==> src/rtl/ircfg_pkg.sv <==
// Package: shared register addresses, bit positions and helper functions
// for the infrared mode configuration gate.
package ircfg_pkg;
    localparam int REG_W = 16;

    typedef enum logic [1:0] {
        A_CFG  = 2'd0,
        A_NPHY = 2'd1,
        A_CPHY = 2'd2,
        A_ENA  = 2'd3
    } reg_addr_e;

    // configuration word bit positions
    localparam int B_LOOP  = 14;
    localparam int B_TXEN  = 12;
    localparam int B_RXEN  = 11;
    localparam int B_MSTR  = 10;
    localparam int B_CRC   = 7;
    localparam int B_FIR   = 6;
    localparam int B_MIR   = 5;
    localparam int B_SIR   = 4;
    localparam int B_FILT  = 3;
    localparam int B_FTEST = 2;
    localparam int B_TXPOL = 1;
    localparam int B_RXPOL = 0;

    // writable bits of the configuration word
    localparam logic [REG_W-1:0] CFG_WMASK = 16'h5CFF;

    // enable register bit positions
    localparam int E_EN   = 15;
    localparam int E_ERR  = 14;

    // more than one of three mode selections set
    function automatic logic mode_clash(input logic [2:0] m);
        return (m[0] & m[1]) | (m[0] & m[2]) | (m[1] & m[2]);
    endfunction

    // receive status: selected and (no transmit or loopback)
    function automatic logic rx_status(input logic rx, input logic tx, input logic loop);
        return rx & (~tx | loop);
    endfunction
endpackage

==> src/rtl/ircfg_regs.sv <==
// Module: register-bus write decode and storage of the configuration and
// staged timing words. Assumes one access per strobe; byte accesses carry
// their data in bus_wdata[7:0]. Produces enable set/clear pulses for the
// apply stage; the enable bit itself lives there.
module ircfg_regs
    import ircfg_pkg::*;
(
    input  logic             clk,
    input  logic             rst_n,
    input  logic             bus_wr,
    input  logic             bus_word,
    input  logic [1:0]       bus_addr,
    input  logic [REG_W-1:0] bus_wdata,
    output logic [REG_W-1:0] cfg_q,
    output logic [REG_W-1:0] nphy_q,
    output logic             ena_set,
    output logic             ena_clr
);
    logic wr_cfg, wr_nphy, wr_ena;

    // address decode of the write strobe
    always_comb begin
        wr_cfg  = bus_wr && (bus_addr == A_CFG);
        wr_nphy = bus_wr && (bus_addr == A_NPHY);
        wr_ena  = bus_wr && (bus_addr == A_ENA) && bus_word;
        ena_set = wr_ena &&  bus_wdata[E_EN];
        ena_clr = wr_ena && !bus_wdata[E_EN];
    end

    // configuration word: 16-bit writes only, reserved bits forced to 0
    always_ff @(posedge clk) begin
        if (!rst_n)
            cfg_q <= '0;
        else if (wr_cfg && bus_word)
            cfg_q <= bus_wdata & CFG_WMASK;
    end

    // staged timing word: full write or low-byte write
    always_ff @(posedge clk) begin
        if (!rst_n)
            nphy_q <= '0;
        else if (wr_nphy) begin
            if (bus_word)
                nphy_q <= bus_wdata;
            else
                nphy_q[7:0] <= bus_wdata[7:0];
        end
    end

    assert_cfg_byte_ignored_R3: assert property (@(posedge clk) disable iff (!rst_n)
        (bus_wr && bus_addr == A_CFG && !bus_word) |=> $stable(cfg_q));

    assert_nphy_byte_low_only_R4: assert property (@(posedge clk) disable iff (!rst_n)
        (bus_wr && bus_addr == A_NPHY && !bus_word) |=> $stable(nphy_q[15:8]));
endmodule

==> src/rtl/ircfg_apply.sv <==
// Module: enable-edge gate. On a 0->1 change of the enable bit it checks the
// line-coding selection and either applies mode, short-CRC and the staged
// timing word, or flags an error and keeps the old timing word. Clearing
// the enable drops the mode, CRC and error state.
module ircfg_apply
    import ircfg_pkg::*;
#(
    parameter int PHY_W = 16
) (
    input  logic             clk,
    input  logic             rst_n,
    input  logic             ena_set,
    input  logic             ena_clr,
    input  logic [3:0]       sel_crc_mode,  // {crc, fir, mir, sir}
    input  logic [PHY_W-1:0] nphy_q,
    output logic             en_q,
    output logic             err_q,
    output logic [2:0]       mode_on,       // {fir, mir, sir}
    output logic             crc_on,
    output logic [PHY_W-1:0] cphy_q
);
    logic rise, clash;

    // detect the rising edge and check the mode selection
    always_comb begin
        rise  = ena_set && !en_q;
        clash = mode_clash(sel_crc_mode[2:0]);
    end

    // enable, error and applied mode state
    always_ff @(posedge clk) begin
        if (!rst_n) begin
            en_q    <= 1'b0;
            err_q   <= 1'b0;
            mode_on <= '0;
            crc_on  <= 1'b0;
        end else if (ena_clr) begin
            en_q    <= 1'b0;
            err_q   <= 1'b0;
            mode_on <= '0;
            crc_on  <= 1'b0;
        end else if (rise) begin
            en_q    <= 1'b1;
            err_q   <= clash;
            mode_on <= clash ? 3'b000 : sel_crc_mode[2:0];
            crc_on  <= clash ? 1'b0   : sel_crc_mode[3];
        end
    end

    // applied timing word: taken only at a legal edge
    always_ff @(posedge clk) begin
        if (!rst_n)
            cphy_q <= '0;
        else if (rise && !clash)
            cphy_q <= nphy_q;
    end

    assert_mode_onehot_R5: assert property (@(posedge clk) disable iff (!rst_n)
        $onehot0(mode_on));

    assert_stable_while_enabled_R6: assert property (@(posedge clk) disable iff (!rst_n)
        (en_q && $past(en_q)) |-> ($stable(cphy_q) && $stable(mode_on) && $stable(crc_on)));

    assert_error_blocks_mode_R7: assert property (@(posedge clk) disable iff (!rst_n)
        err_q |-> (mode_on == 3'b000 && !crc_on));

    assert_disabled_no_mode_R8: assert property (@(posedge clk) disable iff (!rst_n)
        !en_q |-> (mode_on == 3'b000 && !crc_on && !err_q));
endmodule

==> src/rtl/ircfg_readmux.sv <==
// Module: registered read-data selection. Assumes the enable-status byte is
// assembled by the caller; the low byte of the enable register reads 0.
module ircfg_readmux
    import ircfg_pkg::*;
(
    input  logic             clk,
    input  logic             rst_n,
    input  logic             bus_rd,
    input  logic [1:0]       bus_addr,
    input  logic [REG_W-1:0] cfg_q,
    input  logic [REG_W-1:0] nphy_q,
    input  logic [REG_W-1:0] cphy_q,
    input  logic [7:0]       ena_hi,
    output logic [REG_W-1:0] bus_rdata
);
    logic [REG_W-1:0] sel;

    // pick the addressed register
    always_comb begin
        unique case (bus_addr)
            A_CFG:   sel = cfg_q;
            A_NPHY:  sel = nphy_q;
            A_CPHY:  sel = cphy_q;
            default: sel = {ena_hi, 8'h00};
        endcase
    end

    // capture read data on the read strobe
    always_ff @(posedge clk) begin
        if (!rst_n)
            bus_rdata <= '0;
        else if (bus_rd)
            bus_rdata <= sel;
    end

    assert_ena_low_byte_zero_R10: assert property (@(posedge clk) disable iff (!rst_n)
        (bus_rd && bus_addr == A_ENA) |=> (bus_rdata[7:0] == 8'h00));
endmodule

==> src/rtl/ircfg_gate.sv <==
// Module: top of the infrared mode configuration gate. Wires the register
// storage, the enable-edge apply stage and the read mux, and forms the live
// transmit/receive status. Assumes BAUD_W+WID_W+PRE_W equals the 16-bit
// register width.
module ircfg_gate
    import ircfg_pkg::*;
#(
    parameter int BAUD_W = 6,
    parameter int WID_W  = 5,
    parameter int PRE_W  = 5
) (
    input  logic              clk,
    input  logic              rst_n,
    input  logic              bus_wr,
    input  logic              bus_rd,
    input  logic              bus_word,
    input  logic [1:0]        bus_addr,
    input  logic [15:0]       bus_wdata,
    output logic [15:0]       bus_rdata,
    output logic [BAUD_W-1:0] phy_baud,
    output logic [WID_W-1:0]  phy_width,
    output logic [PRE_W-1:0]  phy_preamble,
    output logic              sir_on,
    output logic              mir_on,
    output logic              fir_on,
    output logic              crc16_on,
    output logic              cfg_error,
    output logic              tx_on,
    output logic              rx_on,
    output logic              loop_on,
    output logic              tx_invert,
    output logic              rx_invert,
    output logic              master_on,
    output logic              sir_filter,
    output logic              filter_test
);
    localparam int PHY_W = BAUD_W + WID_W + PRE_W;

    logic [REG_W-1:0] cfg_q, nphy_q;
    logic [PHY_W-1:0] cphy_q;
    logic             ena_set, ena_clr, en_q, err_q, crc_on;
    logic [2:0]       mode_on;
    logic [7:0]       ena_hi;

    ircfg_regs u_regs (
        .clk       (clk),
        .rst_n     (rst_n),
        .bus_wr    (bus_wr),
        .bus_word  (bus_word),
        .bus_addr  (bus_addr),
        .bus_wdata (bus_wdata),
        .cfg_q     (cfg_q),
        .nphy_q    (nphy_q),
        .ena_set   (ena_set),
        .ena_clr   (ena_clr)
    );

    ircfg_apply #(.PHY_W(PHY_W)) u_apply (
        .clk          (clk),
        .rst_n        (rst_n),
        .ena_set      (ena_set),
        .ena_clr      (ena_clr),
        .sel_crc_mode (cfg_q[B_CRC:B_SIR]),
        .nphy_q       (nphy_q),
        .en_q         (en_q),
        .err_q        (err_q),
        .mode_on      (mode_on),
        .crc_on       (crc_on),
        .cphy_q       (cphy_q)
    );

    // live status and decoded selections
    always_comb begin
        tx_on       = cfg_q[B_TXEN];
        rx_on       = rx_status(cfg_q[B_RXEN], cfg_q[B_TXEN], cfg_q[B_LOOP]);
        loop_on     = cfg_q[B_LOOP];
        master_on   = cfg_q[B_MSTR];
        sir_filter  = cfg_q[B_FILT];
        filter_test = cfg_q[B_FTEST];
        tx_invert   = cfg_q[B_TXPOL];
        rx_invert   = cfg_q[B_RXPOL];
        fir_on      = mode_on[2];
        mir_on      = mode_on[1];
        sir_on      = mode_on[0];
        crc16_on    = crc_on;
        cfg_error   = err_q;
        phy_baud    = cphy_q[PHY_W-1 -: BAUD_W];
        phy_width   = cphy_q[PRE_W +: WID_W];
        phy_preamble = cphy_q[PRE_W-1:0];
        ena_hi      = {en_q, err_q, mode_on, tx_on, rx_on, crc_on};
    end

    ircfg_readmux u_rd (
        .clk       (clk),
        .rst_n     (rst_n),
        .bus_rd    (bus_rd),
        .bus_addr  (bus_addr),
        .cfg_q     (cfg_q),
        .nphy_q    (nphy_q),
        .cphy_q    (cphy_q),
        .ena_hi    (ena_hi),
        .bus_rdata (bus_rdata)
    );

    assert_rx_status_R9: assert property (@(posedge clk) disable iff (!rst_n)
        (rx_on && !loop_on) |-> !tx_on);
endmodule

==> config.mk <==
export PLATFORM = sky130hd
export DESIGN_NAME = ircfg_gate
export DESIGN_NICKNAME = d
export VERILOG_FILES = /design/src/rtl/ircfg_pkg.sv /design/src/rtl/ircfg_regs.sv /design/src/rtl/ircfg_apply.sv /design/src/rtl/ircfg_readmux.sv /design/src/rtl/ircfg_gate.sv
export SDC_FILE = /design/constraint.sdc
export NUM_CORES = 1
export LEC_CHECK = 0
export CORE_ASPECT_RATIO = 0.6
export CORE_UTILIZATION = 45
export DETAILED_ROUTE_END_ITERATION = 8
export DONT_BUFFER_PORTS = 1
export PLACE_DENSITY_LB_ADDON = 0.1
export REMOVE_ABC_BUFFERS = 1
export SLEW_MARGIN = 20
export SYNTH_ARGS = -nofsm -noshare
export SYNTH_HDL_FRONTEND = slang
export SYNTH_SLANG_ARGS = --single-unit
==> constraint.sdc <==
create_clock -name clk -period 3.08 [get_ports clk]
set_input_delay 0.154 -clock clk [delete_from_list [all_inputs] [get_ports clk]]
set_output_delay 0.154 -clock clk [all_outputs]
set_load 0.02 [all_outputs]
==> results of run 1 <==
[where the power goes]
part           total [uW]  internal, uW  switching, uW
combinational         115          54.3           60.4
clock                 811           476            335
sequential            899           872           27.1
[cell type report]
| type | instances | area, sq um | share of cell area |
|---|---|---|---|
| flip-flops and latches | 66 | 1320 | 0.390 |
| clock buffers | 11 | 141 | 0.0417 |
| multi-input cells | 243 | 1490 | 0.440 |
| clock inverters | 5 | 77.6 | 0.0229 |
| well taps | 84 | 105 | 0.0310 |
| repair buffers | 24 | 253 | 0.0746 |
[sequential cells by signal, indices dropped and copies added (netlist names)]
name	flops
u_apply.en_q	1
u_rd.bus_rdata	16
u_apply.mode_on	3
u_regs.nphy_q	16
u_apply.err_q	1
u_apply.cphy_q	16
u_apply.crc_on	1
u_regs.cfg_q	12
[timing repair]
action / 4_1_cts / 5_1_grt
setup endpoints to repair: 0 / 0
hold buffers: 22 / 0
endpoints found under the hold margin: 60 / 0
resized for setup: 0 / 0
[worst max-delay path: cells and delay by family, from the launching register on]
kind                       cells  cell delay [ns]
adders and majority gates      1             0.41
DFF                            1             0.36
muxes                          1             0.19
and+or+nand+nor                1             0.66
buffers and inverters          1             0.29
[worst paths after layout]
kind	startpoint	slack, ns	cells past startpoint	endpoint
setup reg to reg	u_regs.cfg_q[6]	1.09	4	u_apply.cphy_q[3]
hold / removal	bus_addr[0]	0.02	2	u_rd.bus_rdata[5]
setup / recovery	u_regs.cfg_q[6]	1.09	4	u_apply.cphy_q[3]
hold reg to reg	u_regs.nphy_q[14]	0.47	2	u_apply.cphy_q[14]
[synth_stat cells, drive strengths merged]
cell type,instances,area share
nand2,97,0.12
dfxtp,66,0.45
a21boi,28,0.071
mux2i,24,0.081
o21ai,17,0.029
buf,14,0.032
clkbuf,13,0.017
nand3,13,0.022
a31oi,9,0.019
a21oi,8,0.014
nand3b,7,0.018
or2,6,0.013
mux4,4,0.031
nor2,4,0.0051
mux2,3,0.011
nand4,3,0.011
nor2b,3,0.0064
nand2b,2,0.0042
nand4b,2,0.0059
nor3,2,0.0051
o21a,2,0.0051
a211oi,1,0.0025
a311oi,1,0.0030
and2,1,0.0021
and4,1,0.0030
and4b,1,0.0034
and4bb,1,0.0042
maj3,1,0.0034
nand4bb,1,0.0038
nor3b,1,0.0025
[metrics by stage]
step                 util  hold slack, ns
finish              0.545          0.0216
global route        0.545         0.00461
CTS                 0.545         0.00250
detailed placement  0.471           0.258
global placement    0.471           0.251
floorplan               -           0.243
[cell families (layout without fill, tap and decap cells)]
family | Yosys count | count (layout) | synth area share
AO/OA/AOI/OAI | 66 | 66 | 0.143
multiplexers | 31 | 31 | 0.123
adder cells (fa/ha/maj) | 1 | 1 | 0.00339
buffers and inverters | 27 | 40 | 0.0484
AND/OR/NAND/NOR | 145 | 145 | 0.233
flip-flops | 66 | 66 | 0.448
[routing by layer]
metal | track usage | vias to the layer above | wire (um)
met2 | 0.353 | 77 | 3370
li1 | - | 1179 | -
met5 | 0 | - | 0
met1 | 0.337 | 1155 | 3700
met4 | 0.0616 | 0 | 24
met3 | 0.108 | 2 | 781
[cell usage in the layout, fill, tap and decap left out, drive strengths merged, types with 2 or more instances in the layout]
cell type    instances
nand2               97
dfxtp               66
a21boi              28
mux2i               24
dlygate4sd3         21
o21ai               17
nand3               13
clkbuf              11
a31oi                9
a21oi                8
nand3b               7
or2                  6
mux4                 4
nor2                 4
nor2b                3
mux2                 3
nand4                3
buf                  3
nand2b               2
nand4b               2
o21a                 2
bufinv               2
clkinv               2
nor3                 2
==> flow_metrics.tcl, run 1 <==
set metrics [dict create \
    path_max_fanout 13 \
    htreeDepth 3 \
    rsz0062_at_grt "false" \
    finalClockSkew_ns 0.00825 \
    clkSlewWorstSetupHoldPaths_ns 0.07 \
    maxCapViolCount 0 \
    place_congestion 0.733 \
    via_count 2413 \
    path_cells "maj3_1 -> nor3_4 -> buf_4 -> mux2i_1" \
    root_buffer "clkbuf_8" \
    outcome "finished, final reports clean" \
    grt_pass1_wl_mm 12.4 \
    fin_crit_sh 0.646 \
    period_minus_slack_ns 1.99 \
    synthesis.area_sq_um 2950 \
    synth_area_per_cell_sq_um 8.78 \
    nNetsFinal 367 \
    final_cells 433 \
    cp.arrival_ns 2.26 \
    path_class "reg -> reg" \
    clock_latency_ns 0.34 \
    syn2layout_area_growth_pct 14.9 \
    dp_hpwl_mm 4.64 \
    routed_via_density 5.57 \
    grt.total_usage 0.246 \
    ys_seq_area_frac 0.448 \
    layout-drive-gt1-share 0.0974 \
    p_per_area_nw_per_um2 538 \
    die_h_um 64.7 \
    port-buffer-count 0 \
    critPathMaxStageDelay_ns 0.66 \
    fin_ws_ns 1.09 \
    pre_cts_ws_ns 1.06 \
    fmax_ghz 0.503 \
    endpoint_kind "flop" \
    post_cts_buffers 0 \
    synth-seq-cells 66 \
    tns_ns 0 \
    die_area_sq_um 6890 \
    wl_per_cell_um 18.2 \
    drt_iter0_markers 142 \
    grt_pass1_vias 2295 \
    drc 0 \
    first_pass_iters 4 \
    grt_overflow 0 \
    clockBufferDepth 2 \
    fin_area_sq_um 3390 \
    fin_total_pwr_uw 1820 \
    ant_nets 0 \
    cts_sinks 66 \
    dp_cells 395 \
    ir_drop_mv 0.332 \
    core_area_sq_um 6220 \
    cts_buffers 9 \
    hold_class "in -> reg" \
    nFillCells 594 \
    cts_tree "built" \
    grt_max_degree 80 \
    n_antenna_cell 0 \
    crit_path_top_delay_cell "nor3_4" \
    start_kind "flop" \
    start_util 0.474 \
    antenna_found_initial 0 \
    pin_count 68 \
    leakage_uw 0.00112 \
    slew_violations 0 \
    rows 22 \
    worst_slew_pin_slew_ns 0.937 \
    setup-violations-final 0 \
    place_area_sq_um 2930 \
    hold_violations 0 \
    cp.required_ns 3.35 \
    die_w_um 107 \
    slew_headroom 0.374 \
    yosysWarnings 0 \
    synth_cells 336 \
    wirelength_mm 7.88 \
    synthDistinctLibCells 37 \
]
Power figures use the tool's default switching activity.
==> run 2: changes to the inputs <==
- clock period: 3.08 -> 2.06 ns (I/O delays scaled with it)
==> flow_metrics.tcl, run 2 (synthesis results as in run 1) <==
set metrics [dict create \
    outcome "finished, final reports clean" \
    core_area_sq_um 6220 \
    port-buffer-count 0 \
    via_count 2374 \
    rows 22 \
    grt_max_degree 80 \
    htreeDepth 3 \
    root_buffer "clkbuf_8" \
    dr_wl_met3_um 917 \
    start_kind "flop" \
    layout-drive-gt1-share 0.102 \
    grt_overflow 0 \
    drt_iter0_markers 168 \
    first_pass_iters 4 \
    wl_met1_mm 3.67 \
    routed_via_density 5.44 \
    dp_cells 398 \
    final_common_cell "nand2_1" \
    r2r-start "u_apply.cphy_q[7]" \
    leakage_uw 0.00113 \
    drc 0 \
    hold_path_startpoint "bus_addr[0]" \
    grt_pass1_vias 2285 \
    highest_layer "met4" \
    holdWs_ns 0.0241 \
    die_area_sq_um 6890 \
    post_cts_buffers 0 \
    hold_violations 0 \
    layout_common_cells "97 x nand2_1, 66 x dfxtp_1, 27 x a21boi_0" \
    fin_area_sq_um 3380 \
    top_regs "u_apply.cphy_q x16, u_rd.bus_rdata x16, u_regs.nphy_q x16" \
    dp_hpwl_mm 4.62 \
    clkSlewWorstSetupHoldPaths_ns 0.07 \
    wl_per_cell_um 17.8 \
    setup-violations-final 0 \
    nNetsFinal 371 \
    pin_count 68 \
    fin_total_pwr_uw 2590 \
    timing.critical_path.from "u_apply.cphy_q[7]" \
    clockBufferDepth 2 \
    cts_tree "built" \
    rsz0062_at_grt "false" \
    cp.required_ns 2.35 \
    worst_slew_pin_slew_ns 0.660 \
    path_max_fanout 3 \
    start_util 0.474 \
    cts_resized 0 \
    period_minus_slack_ns 1.57 \
    final_cells 436 \
    wirelength_mm 7.77 \
    clock_latency_ns 0.35 \
    n_antenna_cell 0 \
    path_class "reg -> reg" \
    cp.arrival_ns 1.85 \
    ant_nets 0 \
    grt_pass1_wl_mm 12.3 \
    met2_length_mm 3.09 \
    finalClockSkew_ns 0.0115 \
    place_area_sq_um 2960 \
    hold_class "in -> reg" \
    slew_headroom 0.555 \
    fin_crit_sh 0.760 \
    fmax_ghz 0.639 \
    cts_sinks 66 \
    antenna_found_initial 0 \
    slew_violations 0 \
    p_per_area_nw_per_um2 764 \
    grt.total_usage 0.244 \
    maxCapViolCount 0 \
    die_h_um 64.7 \
    die_w_um 107 \
    endpoint_kind "flop" \
    syn2layout_area_growth_pct 14.7 \
    ir_drop_mv 0.300 \
    place_congestion 0.765 \
    tns_ns 0 \
    cts_buffers 9 \
]
==> run 2: cell types whose count changed in the layout (fill, tap and decap cells not counted) <==
cell / change
clkinvlp_4: -1
clkbuf_1: +1
buf_4: +3
buf_2: +1
bufinv_16: -1
==> run 2: timing repair <==
item | CTS | global route
setup endpoints to repair | 0 | 0
hold buffers | 23 | 0
hold endpoints to repair | 60 | 0
==> run 2: final timing paths <==
kind,endpoint,slack (ns),cells past startpoint
max reg2reg,u_rd.bus_rdata[7],0.49,4
max,u_rd.bus_rdata[7],0.49,4
min,u_rd.bus_rdata[9],0.02,2
min reg2reg,u_apply.cphy_q[6],0.48,2
==> run 2: metal layers <==
| layer | track usage | up-vias |
|---|---|---|
| li1 | - | 1180 |
| met1 | 0.329 | 1104 |
| met2 | 0.349 | 82 |
| met3 | 0.114 | 8 |
| met4 | 0.0668 | 0 |
| met5 | 0 | - |
==> run 2: layout make-up <==
cell class                 count  area (sq um)
timing repair buffer          28           280
clock inverter                 3          40.0
sequential                    66          1320
multi-input combinational    243          1490
fill                         614          2840
clock buffer                  12           145
tap                           84           105
==> run 2: per-stage QoR <==
step | setup WS, ns | util
5_1_grt | 0.406 | 0.544
6_report | 0.494 | 0.544
4_1_cts | 0.0564 | 0.545
3_5_place_dp | 0.580 | 0.475
3_3_place_gp | 0.648 | 0.475
2_1_floorplan | 0.0803 | -
==> run 2: worst max-delay path, stage by stage (launching register included) <==
cell and delay (ns):
dfxtp_1 0.49, mux2i_1 0.12, o21a_1 0.20, a21oi_1 0.14, dlygate4sd3_1 0.55
==> run 2: report_power, final <==
part           total [uW]  leakage [uW]  internal (uW)  switching, uW
combinational         177      0.000498           83.7           93.6
clock                1060     0.0000962            583            482
sequential           1340      0.000535           1300           40.9
==> run 3: changes to the inputs <==
- clock period: 2.06 -> 1.5 ns (I/O delays scaled with it)
==> flow_metrics.tcl, run 3 (synthesis results as in run 1) <==
set metrics [dict create \
    grt_pass1_wl_mm 12.8 \
    via_count 2437 \
    start_kind "input port" \
    top_regs "u_apply.cphy_q x16, u_rd.bus_rdata x16, u_regs.nphy_q x16" \
    crit_top_cell "dlygate4sd3_1" \
    cp.arrival_ns 1.67 \
    seq_area_sq_um 1320 \
    leakage_uw 0.00121 \
    path_max_fanout 33 \
    path_cells "dlygate4sd3_1 -> buf_12 -> o21ai_0 -> dlygate4sd3_1 -> a31oi_1" \
    r2r_setup_slack_ns 0.11 \
    n_antenna_cell 0 \
    path_class "in -> reg" \
    place_congestion 0.820 \
    outcome "finished, final reports clean" \
    first_pass_iters 5 \
    drc 0 \
    grt.total_usage 0.249 \
    finalClockSkew_ns 0.00902 \
    wirelength_mm 7.95 \
    layout_common_cells "97 x nand2_1, 66 x dfxtp_1, 27 x a21boi_0" \
    fmax_ghz 0.717 \
    tns_ns 0 \
    final_cells 446 \
    hold_violations 0 \
    clockBufferDepth 2 \
    dp_hpwl_mm 4.68 \
    routed_via_density 5.46 \
    slew_violations 0 \
    clock_latency_ns 0.35 \
    p_per_area_nw_per_um2 1170 \
    cts_buffers 9 \
    p_clk_frac 0.494 \
    wl_per_cell_um 17.8 \
    cp.required_ns 1.78 \
    nNetsFinal 380 \
    rows 22 \
    start_util 0.474 \
    grt_pass1_vias 2388 \
    holdWs_ns 0.0257 \
    clkSlewWorstSetupHoldPaths_ns 0.08 \
    endpoint_kind "flop" \
    power.internal_uw 3240 \
    ant_nets 0 \
    multiInputGateArea_sq_um 1490 \
    nFillCells 584 \
    final_common_cell "nand2_1" \
    comb_power_share 0.063 \
    place_area_sq_um 3000 \
    crit_path_top_delay_cell "dlygate4sd3_1" \
    switching_share 0.221 \
    die_area_sq_um 6890 \
    timing.critical_path.from "bus_rd" \
    fin_crit_sh 0.930 \
    r2r-end "u_apply.cphy_q[10]" \
    period_minus_slack_ns 1.40 \
    antenna_found_initial 0 \
    port-buffer-count 0 \
    syn2layout_area_growth_pct 20.8 \
    critPathMaxStageDelay_ns 0.59 \
    grt_max_degree 78 \
    cts_sinks 66 \
    cts_tree "built" \
    r2r-start "u_regs.cfg_q[6]" \
    pin_count 68 \
    hold_class "in -> reg" \
    dp_cells 404 \
    crit_path_end "u_rd.bus_rdata[2]" \
    setup-violations-final 0 \
    die_w_um 107 \
    layout-drive-gt1-share 0.124 \
    utilization 0.573 \
    die_h_um 64.7 \
    fin_area_sq_um 3560 \
    power_frac_seq 0.444 \
    slew_headroom 0.520 \
    worst_slew_pin_slew_ns 0.712 \
    ir_drop_mv 0.630 \
    maxCapViolCount 0 \
    post_cts_buffers 0 \
    root_buffer "clkbuf_8" \
    core_area_sq_um 6220 \
    cts_resized 0 \
    switchingPower_uw 917 \
    rr_worst_depth 4 \
    rsz0062_at_grt "false" \
    grt_overflow 0 \
    drt_iter0_markers 183 \
    htreeDepth 3 \
]
[run 3: timing repair]
item                                    in CTS  in global routing
hold buffers                                26                  0
endpoints found under the setup margin       0                  0
endpoints found under the hold margin       60                  0
[run 3: worst max-delay path, delay by kind of cell]
kind | cells | cell delay, ns
compound gates | 2 | 0.23
buf+inv | 3 | 1.35
[run 3: routing by layer]
layer | global-route usage | wire length [um] | up-vias
met5 | 0 | 0 | -
met4 | 0.0890 | 24 | 0
met3 | 0.0926 | 727 | 2
met2 | 0.355 | 3260 | 71
met1 | 0.343 | 3940 | 1165
li1 | - | - | 1199
[run 3: worst min-delay path by stage]
stage,cells past startpoint,endpoint,from,slack [ns]
floorplan,1,u_rd.bus_rdata[0],bus_rd,0.16
global placement,1,u_rd.bus_rdata[7],bus_rd,0.17
detailed placement,1,u_rd.bus_rdata[0],bus_rd,0.18
CTS,3,u_rd.bus_rdata[0],bus_addr[1],0.002
global route,3,u_rd.bus_rdata[10],bus_addr[0],0.02
finish,3,u_rd.bus_rdata[0],bus_addr[1],0.03
[run 3: power groups by stage]
stage / clock network [uW] / registers [uW] / logic, uW
after floorplan: 0 / 1880 / 106
after global placement: 0 / 1880 / 136
after detailed placement: 0 / 1880 / 138
after CTS: 2070 / 1840 / 260
after global routing: 2140 / 1850 / 286
final: 2050 / 1840 / 261
[run 3: cell type report]
cell class	instances	share of cell area
clock inverters	6	0.0383
flip-flops and latches	66	0.371
well taps	84	0.0295
repair buffers	37	0.104
multi-input cells	243	0.419
clock buffers	10	0.0386
[run 3: metrics by stage]
step           power, uW  setup WS [ns]
2_1_floorplan       1980         -0.480
3_3_place_gp        2020          0.178
3_5_place_dp        2020          0.123
4_1_cts             4170         0.0926
5_1_grt             4280         0.0246
6_report            4160          0.105
